File: config.mk
export PLATFORM = sky130hd
export DESIGN_NAME = uart_flow_ctrl
export DESIGN_NICKNAME = d
export VERILOG_FILES = /design/src/rtl/uart_fc_pkg.sv /design/src/rtl/fc_level_track.sv /design/src/rtl/fc_sw_flow.sv /design/src/rtl/fc_rs485_dir.sv /design/src/rtl/fc_cts_gate.sv /design/src/rtl/uart_flow_ctrl.sv
export SDC_FILE = /design/constraint.sdc
export NUM_CORES = 1
export LEC_CHECK = 0
export ABC_AREA = 1
export BUFFER_PORTS_ARGS = -buffer_cell sky130_fd_sc_hd__buf_2
export CAP_MARGIN = 15
export CORE_AREA = 5 5 42 44
export CTS_CLUSTER_DIAMETER = 30
export CTS_CLUSTER_SIZE = 40
export DETAILED_ROUTE_END_ITERATION = 16
export DIE_AREA = 0 0 47 49
export PLACE_DENSITY = 0.77
export SETUP_SLACK_MARGIN = 0.1
export SLEW_MARGIN = 20
export SYNTH_ARGS = -nofsm -noshare
export SYNTH_HDL_FRONTEND = slang
export SYNTH_HIERARCHICAL = 1
export SYNTH_SLANG_ARGS = --single-unit
export TNS_END_PERCENT = 50
File: constraint.sdc
create_clock -name clk -period 2 [get_ports clk]
set_input_delay 0.1 -clock clk [delete_from_list [all_inputs] [get_ports clk]]
set_output_delay 0.1 -clock clk [all_outputs]
set_load 0.02 [all_outputs]
File: src/rtl/uart_fc_pkg.sv
package uart_fc_pkg;

    localparam int unsigned FC_FIFO_DEPTH = 64;
    localparam int unsigned FC_FIELD_W    = 4;
    localparam int unsigned FC_LVL_W      = $clog2(FC_FIFO_DEPTH + 1);

    typedef enum logic [1:0] {
        DIR_IDLE   = 2'd0,
        DIR_ACTIVE = 2'd1,
        DIR_DRAIN  = 2'd2
    } dir_state_t;

    typedef struct packed {
        logic auto_rts;
        logic auto_cts;
        logic sw_flow;
        logic manual_rts;
        logic rs485;
    } fc_cfg_t;

    typedef struct packed {
        logic halted_q;
        logic halted_d;
        logic stop_evt;
        logic resume_evt;
    } fc_hyst_t;

endpackage

File: src/rtl/fc_level_track.sv
module fc_level_track
    import uart_fc_pkg::*;
#(
    parameter int unsigned DEPTH   = FC_FIFO_DEPTH,
    parameter int unsigned FIELD_W = FC_FIELD_W,
    parameter int unsigned LVL_W   = $clog2(DEPTH + 1)
) (
    input  logic               clk,
    input  logic               rst,
    input  logic [LVL_W-1:0]   rx_level,
    input  logic [FIELD_W-1:0] stop_field,
    input  logic [FIELD_W-1:0] resume_field,
    output fc_hyst_t           hyst
);
    localparam int unsigned SCALE = DEPTH / (1 << FIELD_W);

    logic [LVL_W-1:0] stop_lvl;
    logic [LVL_W-1:0] resume_lvl;
    logic             halted_q;
    logic             halted_d;

    always_comb begin
        stop_lvl   = LVL_W'(int'(stop_field) * int'(SCALE));
        resume_lvl = LVL_W'(int'(resume_field) * int'(SCALE));
    end

    // stop mark wins if the window is programmed inverted
    always_comb begin
        if (rx_level >= stop_lvl)
            halted_d = 1'b1;
        else if (rx_level <= resume_lvl)
            halted_d = 1'b0;
        else
            halted_d = halted_q;
    end

    always_ff @(posedge clk) begin
        if (rst) halted_q <= 1'b0;
        else     halted_q <= halted_d;
    end

    always_comb begin
        hyst.halted_q   = halted_q;
        hyst.halted_d   = halted_d;
        hyst.stop_evt   = halted_d & ~halted_q;
        hyst.resume_evt = ~halted_d & halted_q;
    end


    halt_entry_chk: assert property (@(posedge clk) disable iff (rst)
        $rose(halted_q) |-> $past(rx_level) >= $past(stop_lvl));


    halt_exit_chk: assert property (@(posedge clk) disable iff (rst)
        $fell(halted_q) |-> $past(rx_level) <= $past(resume_lvl));

endmodule

File: src/rtl/fc_sw_flow.sv
module fc_sw_flow
    import uart_fc_pkg::*;
(
    input  logic     clk,
    input  logic     rst,
    input  logic     sw_en,
    input  fc_hyst_t hyst,
    input  logic     sw_ack,
    output logic     xoff_req,
    output logic     xon_req
);
    always_ff @(posedge clk) begin
        if (rst || !sw_en) begin
            xoff_req <= 1'b0;
            xon_req  <= 1'b0;
        end else if (hyst.stop_evt) begin
            xoff_req <= 1'b1;
            xon_req  <= 1'b0;
        end else if (hyst.resume_evt) begin
            xoff_req <= 1'b0;
            xon_req  <= 1'b1;
        end else if (sw_ack) begin
            xoff_req <= 1'b0;
            xon_req  <= 1'b0;
        end
    end


    req_exclusive_chk: assert property (@(posedge clk) disable iff (rst)
        !(xoff_req && xon_req));


    xoff_hold_chk: assert property (@(posedge clk) disable iff (rst)
        (sw_en && xoff_req && !sw_ack && !hyst.resume_evt) |=> xoff_req);


    xoff_origin_chk: assert property (@(posedge clk) disable iff (rst)
        $rose(xoff_req) |-> $past(hyst.stop_evt));

endmodule

File: src/rtl/fc_rs485_dir.sv
module fc_rs485_dir
    import uart_fc_pkg::*;
(
    input  logic clk,
    input  logic rst,
    input  logic tx_busy,
    input  logic bit_tick,
    output logic dir_on
);
    dir_state_t state_q;
    dir_state_t state_d;

    always_comb begin
        state_d = state_q;
        unique case (state_q)
            DIR_IDLE:   if (tx_busy) state_d = DIR_ACTIVE;
            DIR_ACTIVE: if (!tx_busy) state_d = DIR_DRAIN;
            DIR_DRAIN: begin
                if (tx_busy)       state_d = DIR_ACTIVE;
                else if (bit_tick) state_d = DIR_IDLE;
            end
            default:    state_d = DIR_IDLE;
        endcase
    end

    always_ff @(posedge clk) begin
        if (rst) state_q <= DIR_IDLE;
        else     state_q <= state_d;
    end

    always_comb begin
        dir_on = tx_busy || (state_q == DIR_ACTIVE) ||
                 ((state_q == DIR_DRAIN) && !bit_tick);
    end


    drain_release_chk: assert property (@(posedge clk) disable iff (rst)
        (state_q == DIR_DRAIN) && !tx_busy && !bit_tick |=> state_q == DIR_DRAIN);

endmodule

File: src/rtl/fc_cts_gate.sv
module fc_cts_gate (
    input  logic cts_gate_en,
    input  logic cts_n,
    input  logic tx_shifting,
    output logic tx_enable
);
    always_comb begin
        tx_enable = tx_shifting || !(cts_gate_en && cts_n);
    end
endmodule

File: src/rtl/uart_flow_ctrl.sv
module uart_flow_ctrl
    import uart_fc_pkg::*;
#(
    parameter int unsigned DEPTH   = FC_FIFO_DEPTH,
    parameter int unsigned FIELD_W = FC_FIELD_W,
    parameter int unsigned LVL_W   = $clog2(DEPTH + 1)
) (
    input  logic                 clk,
    input  logic                 rst,
    input  logic [LVL_W-1:0]     rx_level,
    input  logic [2*FIELD_W-1:0] thr_ctrl,
    input  logic                 auto_rts_en,
    input  logic                 auto_cts_en,
    input  logic                 sw_flow_en,
    input  logic                 manual_rts,
    input  logic                 rs485_en,
    input  logic                 cts_n,
    input  logic                 tx_busy,
    input  logic                 tx_shifting,
    input  logic                 bit_tick,
    input  logic                 sw_ack,
    output logic                 rts_n,
    output logic                 tx_enable,
    output logic                 xoff_req,
    output logic                 xon_req
);
    fc_cfg_t  cfg;
    fc_hyst_t hyst;
    logic     dir_on;
    logic     rts_d;
    logic     rts_q;

    always_comb begin
        cfg.auto_rts   = auto_rts_en;
        cfg.auto_cts   = auto_cts_en;
        cfg.sw_flow    = sw_flow_en;
        cfg.manual_rts = manual_rts;
        cfg.rs485      = rs485_en;
    end

    fc_level_track #(
        .DEPTH   (DEPTH),
        .FIELD_W (FIELD_W),
        .LVL_W   (LVL_W)
    ) i_track (
        .clk          (clk),
        .rst          (rst),
        .rx_level     (rx_level),
        .stop_field   (thr_ctrl[FIELD_W-1:0]),
        .resume_field (thr_ctrl[2*FIELD_W-1:FIELD_W]),
        .hyst         (hyst)
    );

    fc_sw_flow i_sw (
        .clk      (clk),
        .rst      (rst),
        .sw_en    (cfg.sw_flow),
        .hyst     (hyst),
        .sw_ack   (sw_ack),
        .xoff_req (xoff_req),
        .xon_req  (xon_req)
    );

    fc_rs485_dir i_dir (
        .clk      (clk),
        .rst      (rst),
        .tx_busy  (tx_busy),
        .bit_tick (bit_tick),
        .dir_on   (dir_on)
    );

    fc_cts_gate i_cts (
        .cts_gate_en (cfg.auto_cts),
        .cts_n       (cts_n),
        .tx_shifting (tx_shifting),
        .tx_enable   (tx_enable)
    );

    // fixed precedence: direction control, then hysteresis, then manual bit
    always_comb begin
        if (cfg.rs485)         rts_d = ~dir_on;
        else if (cfg.auto_rts) rts_d = hyst.halted_d;
        else                   rts_d = ~cfg.manual_rts;
    end

    always_ff @(posedge clk) begin
        if (rst) rts_q <= 1'b1;
        else     rts_q <= rts_d;
    end

    assign rts_n = rts_q;


    reset_idle_chk: assert property (@(posedge clk)
        $past(rst) |-> (rts_n && !xoff_req && !xon_req));


    rs485_assert_chk: assert property (@(posedge clk) disable iff (rst)
        (rs485_en && tx_busy) |=> !rts_n);


    rs485_release_chk: assert property (@(posedge clk) disable iff (rst)
        ($past(rs485_en) && $rose(rts_n)) |-> $past(bit_tick));


    manual_follow_chk: assert property (@(posedge clk) disable iff (rst)
        (!rs485_en && !auto_rts_en) |=> (rts_n == !$past(manual_rts)));

endmodule

==> impl_metrics.ini, run 1 <==
[clock_network]
clockBufferDepth = 2
cts_hold_buffers = 0
htreeDepth = 1
cts_tree = yes
cts-resized-gates = 0
cts-buffers-inserted = 3
cts.sinks = 6
root_buffer = clkbuf_4
cts_setup_buffers = 0
clock_latency_ns = 0.24
path_clk_slew_ns = 0.05

[pwr]
irDropWorstVdd_mv = 0.389
leakagePower_uw = 0.000460
power_density_nw_per_um2 = 477

[route]
post_drt_wl_per_cell_um = 8.75
routed_via_density = 4.36
wl_um = 1220
drt-initial-drc-count = 11
route.detailed.drc = 0
firstDrtPassIters = 4
vias = 606
antenna_left = 0

[setup_path]
critical_path.top_delay_family = simple AND/OR/NAND/NOR gates
critical_path.endpoint = i_sw/xoff_req$_SDFFE_PP0P_
startpoint = rx_level[5]
cp.arrival_ns = 1.34
worstSetupPathDepth = 12
worstReg2RegStart = i_track/halted_q$_SDFF_PP0_
regToRegSetupSlack_ns = 0.97
worstSetupPathType = primary input to flop
slowest_delay_ns = 0.30
start_kind = primary input
crit_chain = buf_2 -> ha_1 -> inv_1 -> nor2_1 -> nand3_1 -> nand3_1 -> nand2_2 -> nand2_2 -> nor2_2 -> nor2_1 -> nand2_1 -> a21oi_2
ff2ff_path_depth = 8
critPathMaxFanout = 3
end_kind = flop
worstPathRequired_ns = 2.18
r2r-end = i_sw/xoff_req$_SDFFE_PP0P_
crit_buf_inv = 2
slowest_stage = ha_1

[logic_synthesis]
syn_area_um2 = 564
synth.net_count = 126
avgSynthCellArea_um2 = 6.20
syn_inst = 91
ys_warn_count = 6

[sta]
finalSetupViolCount = 0
fin_worst_skew_ns = 0.00292
hold_violations = 0
setup-tns-final_ns = 0
slew_headroom = 0.898
rsz0062_at_grt = false
worst_slack_ns = 0.840
fin_crit_sh = 0.580
worst_slew_pin_slew_ns = 0.152
max_freq_mhz = 862
min_period_ns = 1.16
slew_viol_final = 0

[finish]
finalNetCount = 160
drive_gt1_frac = 0.358
antenna_cells = 0
area_growth_pct = 32.8

[worst_hold_path]
min_path_type = primary input to flop

[placement]
io_buffers = 30
place_ws_ns = 0.583
place.gp.congestion = 0.767
dp_hpwl_um = 1090

[flow_run]
cap_viol_max_count = 0

[global_routing]
gr-total-overflow = 0
grt_pass1_vias = 592
grt_pass1_wl_um = 1980
grt_antenna_before_repair = 0
grt_max_degree = 6
track_usage = 0.113

[die]
die-area_um2 = 2300
start_util = 0.403
core.rowCount = 14
core_area_um2 = 1400
ios = 31
die_y_um = 49
fp.dieW_um = 47

[run_status]
status = completed
cells in the final DEF (no fill, tap or decap):
cell type  instances
a21oi_4            1
buf_2             30
nor2_2             3
inv_2              2
inv_1             21
nor2_1            11
a21oi_2            1
nand2_2            3
a21oi_1            3
nand2_1           23
ha_1               8
clkbuf_4           3
or2_0              1
nand3_1            5
clkinv_1           1
dfxtp_1            6
nand3_2            1
worst min-delay path by stage:
stage | slack, ns | endpoint | depth (start not counted) | startpoint
floorplan | 0.17 | i_track/halted_q$_SDFF_PP0_ | 1 | rst
global route | 0.06 | i_dir/state_q[0]$_SDFFE_PP0P_ | 2 | rst
detailed placement | 0.32 | i_dir/state_q[0]$_SDFFE_PP0P_ | 2 | rst
global placement | 0.32 | i_dir/state_q[0]$_SDFFE_PP0P_ | 2 | rst
CTS | 0.06 | i_dir/state_q[0]$_SDFFE_PP0P_ | 2 | rst
finish | 0.07 | i_dir/state_q[0]$_SDFFE_PP0P_ | 2 | rst
metal layers:
metal / global-route usage / share of wire / routed length (µm)
met1: 0.119 / 0.43 / 526
met5: 0 / 0 / 0
met3: 0.0443 / 0.066 / 80
met4: 0.0415 / 0 / 0
met2: 0.192 / 0.50 / 609
worst reg2reg max path, cell delays in order, from the launching register on:
cell and delay (ns):
dfxtp_1 0.33, inv_1 0.07, nor2_2 0.11, nand2_2 0.08, nand2_2 0.08, nor2_2 0.04, nor2_1 0.09, nand2_1 0.06
a21oi_2 0.11
stage by stage:
| step | hold WS, ns | std cells | total power (µW) | cell area [µm²] | utilization |
|---|---|---|---|---|---|
| 2_1_floorplan | 0.169 | 91 | 206 | 564 | - |
| 3_3_place_gp | 0.323 | 136 | 243 | 727 | 0.519 |
| 3_5_place_dp | 0.319 | 136 | 248 | 727 | 0.519 |
| 4_1_cts | 0.0559 | 139 | 366 | 749 | 0.535 |
| 5_1_grt | 0.0644 | 139 | 391 | 749 | 0.535 |
| 6_report | 0.0667 | 139 | 357 | 749 | 0.535 |
sequential cells by signal (all words and copies together), names as in the netlist:
signal / count
i_dir/state_q: 2
i_sw/xoff_req: 1
i_sw/xon_req: 1
i_track/halted_q: 1
rts_n: 1
where the power goes:
group,switching (µW),internal (µW)
clock network,44.0,67.9
logic,63.5,52.2
registers,2.88,127
total,110,247
layout make-up:
type	count	area, µm²
clock buffers	3	22.5
well taps	16	20.0
flip-flops and latches	6	120
multi-input cells	60	347
inverters	24	90.1
repair buffers	30	150
fillers	155	652
No activity file was read; power rests on OpenSTA's default activity.
==> run 2, diff against run 1 <==
- CORE_AREA: 5 5 42 44 -> unset
- CORE_MARGIN: unset -> 5
- CORE_UTILIZATION: unset -> 38
- DIE_AREA: 0 0 47 49 -> unset
- PLACE_DENSITY: 0.77 -> 0.73
- clock period: 2 -> 0.9 ns (I/O delays scaled with it)
==> run 2 against run 1 <==
Critical path type is now flop to flop. Highest routed layer unchanged. First-iteration DRC count shrank 45%. Sequential power is 120% higher. Final cell count increased by 0.72%. Clock power up 120%. Combinational power increased to 3.1 times the previous value. Sequential share of layout area is 2.9 points lower. Utilization is 10 points higher. Wire length increased by 8.8%. Critical endpoint unchanged. Register-to-register slack got worse by 1.1 ns. The flow now finishes with violations (negative setup slack). Non-clock buffer count increased by 1. Design area rose by 24%.
==> impl_metrics.ini, run 2 (synthesis results as in run 1) <==
[finish]
antenna_cells = 0
multi_input_area_um2 = 445
drive_gt1_frac = 0.548
final_util = 0.638
largest_reg_flops = 2
area_growth_pct = 64.3
final_cell_count_no_fill = 140
top_register = i_dir/state_q
final_common_cell = buf_2
seq_area_um2 = 121
finalNetCount = 161
final_cell_mix = buf_2 (21), nand2_1 (19), inv_1 (14), nor2_1 (10), nand2_2 (7)
fillers = 131

[flow_run]
cap_viol_max_count = 0

[route]
highest_layer = met3
route.met2.wl_um = 699
vias = 611
antenna_left = 0
met3_length_um = 82
post_drt_wl_per_cell_um = 9.45
wl_um = 1320
wl_met1_um = 541
routed_via_density = 4.36
drt-initial-drc-count = 6
firstDrtPassIters = 3
route.detailed.drc = 0

[placement]
place.gp.congestion = 0.694
dp_hpwl_um = 1080
io_buffers = 30
place_inst = 137

[worst_hold_path]
whs_path_depth = 2
hold_path_startpoint = rst
min_path_type = primary input to flop
holdPathEnd = i_track/halted_q$_SDFF_PP0_

[die]
die_y_um = 48.5
start_util = 0.388
fp.dieW_um = 48.5
core.rowCount = 14
ios = 31
core_area_um2 = 1450
die-area_um2 = 2360

[setup_path]
worstPathRequired_ns = 1.08
end_kind = flop
cp.arrival_ns = 1.17
worstSetupPathType = flop to flop
ff2ff_path_depth = 8
worstReg2RegStart = i_track/halted_q$_SDFF_PP0_
regToRegSetupSlack_ns = -0.1
start_kind = flop
r2r-end = i_sw/xoff_req$_SDFFE_PP0P_
critPathMaxFanout = 3

[clock_network]
cts_hold_buffers = 0
cts_tree = yes
cts-buffers-inserted = 3
htreeDepth = 1
cts.sinks = 6
path_clk_slew_ns = 0.04
clock_latency_ns = 0.24
clockBufferDepth = 2
root_buffer = clkbuf_4

[sta]
min_period_ns = 0.997
max_freq_mhz = 1000
rsz0062_at_grt = true
fin_worst_skew_ns = 0.00228
slew_headroom = 0.895
hold_violations = 0
hold_ws_ns = 0.0276
worst_slack_ns = -0.0975
worst_slew_pin_slew_ns = 0.158
finalSetupViolCount = 3
fin_crit_sh = 1.11
slew_viol_final = 0

[pwr]
leakagePower_uw = 0.000487
irDropWorstVdd_mv = 0.445
power_density_nw_per_um2 = 958
power_uw = 888

[global_routing]
grt_max_degree = 6
track_usage = 0.115
gr-total-overflow = 0
grt_antenna_before_repair = 0
grt_pass1_vias = 589
grt_pass1_wl_um = 2270

[run_status]
violations = negative setup slack
status = finished, violations left
## run 2: changes by cell type in the layout (fill, tap and decap cells not counted), sizes merged
cell  previous run  this run
buf             30        31
## run 2: area by class of cell
cell class,instances,share of cell area
clock buffers,3,0.0243
inverters,24,0.120
multi-input cells,60,0.480
flip-flops and latches,6,0.131
well taps,16,0.0216
repair buffers,31,0.223
## run 2: how the worst max path moves through the flow
stage / to / slack [ns] / cells after the start / startpoint
after floorplan: rts_n$_SDFF_PP1_ / -0.21 / 14 / thr_ctrl[6]
after global placement: i_sw/xoff_req$_SDFFE_PP0P_ / -0.43 / 14 / thr_ctrl[6]
after detailed placement: i_sw/xoff_req$_SDFFE_PP0P_ / -0.46 / 14 / thr_ctrl[6]
after CTS: i_sw/xoff_req$_SDFFE_PP0P_ / -0.08 / 14 / thr_ctrl[6]
after global routing: i_sw/xoff_req$_SDFFE_PP0P_ / -0.19 / 8 / i_track/halted_q$_SDFF_PP0_
final: i_sw/xoff_req$_SDFFE_PP0P_ / -0.1 / 8 / i_track/halted_q$_SDFF_PP0_
## run 2: layer usage
layer | GRT usage | vias to the layer above
li1 | - | 335
met1 | 0.134 | 257
met2 | 0.207 | 19
met3 | 0.0215 | 0
met4 | 0.0404 | 0
met5 | 0 | -
## run 2: repair_timing
item,CTS,global route
resized for setup,15,7
endpoints found under the setup margin,4,6
setup buffers,0,0
pin swaps,16,2
## run 2: through the flow
step / cell area, µm² / setup TNS (ns) / setup WS, ns
6_report: 927 / -0.205 / -0.0975
5_1_grt: 927 / -0.483 / -0.190
4_1_cts: 901 / -0.191 / -0.0807
3_5_place_dp: 823 / -1.42 / -0.456
3_3_place_gp: 823 / -1.32 / -0.433
2_1_floorplan: 657 / -0.579 / -0.214
## run 2: where the power goes
part / switching, µW / internal, µW
clock network: 91.7 / 150
registers: 7.76 / 283
logic: 180 / 175
## run 2: worst max-delay path, cell delays in order, from the launching register on
cell and delay [ns]:
dfxtp_2 0.34, inv_2 0.04, nor2_2 0.10, nand2_2 0.08, nand2_2 0.08, nor2_2 0.04, nor2_1 0.09, nand2_1 0.06
a21oi_2 0.10
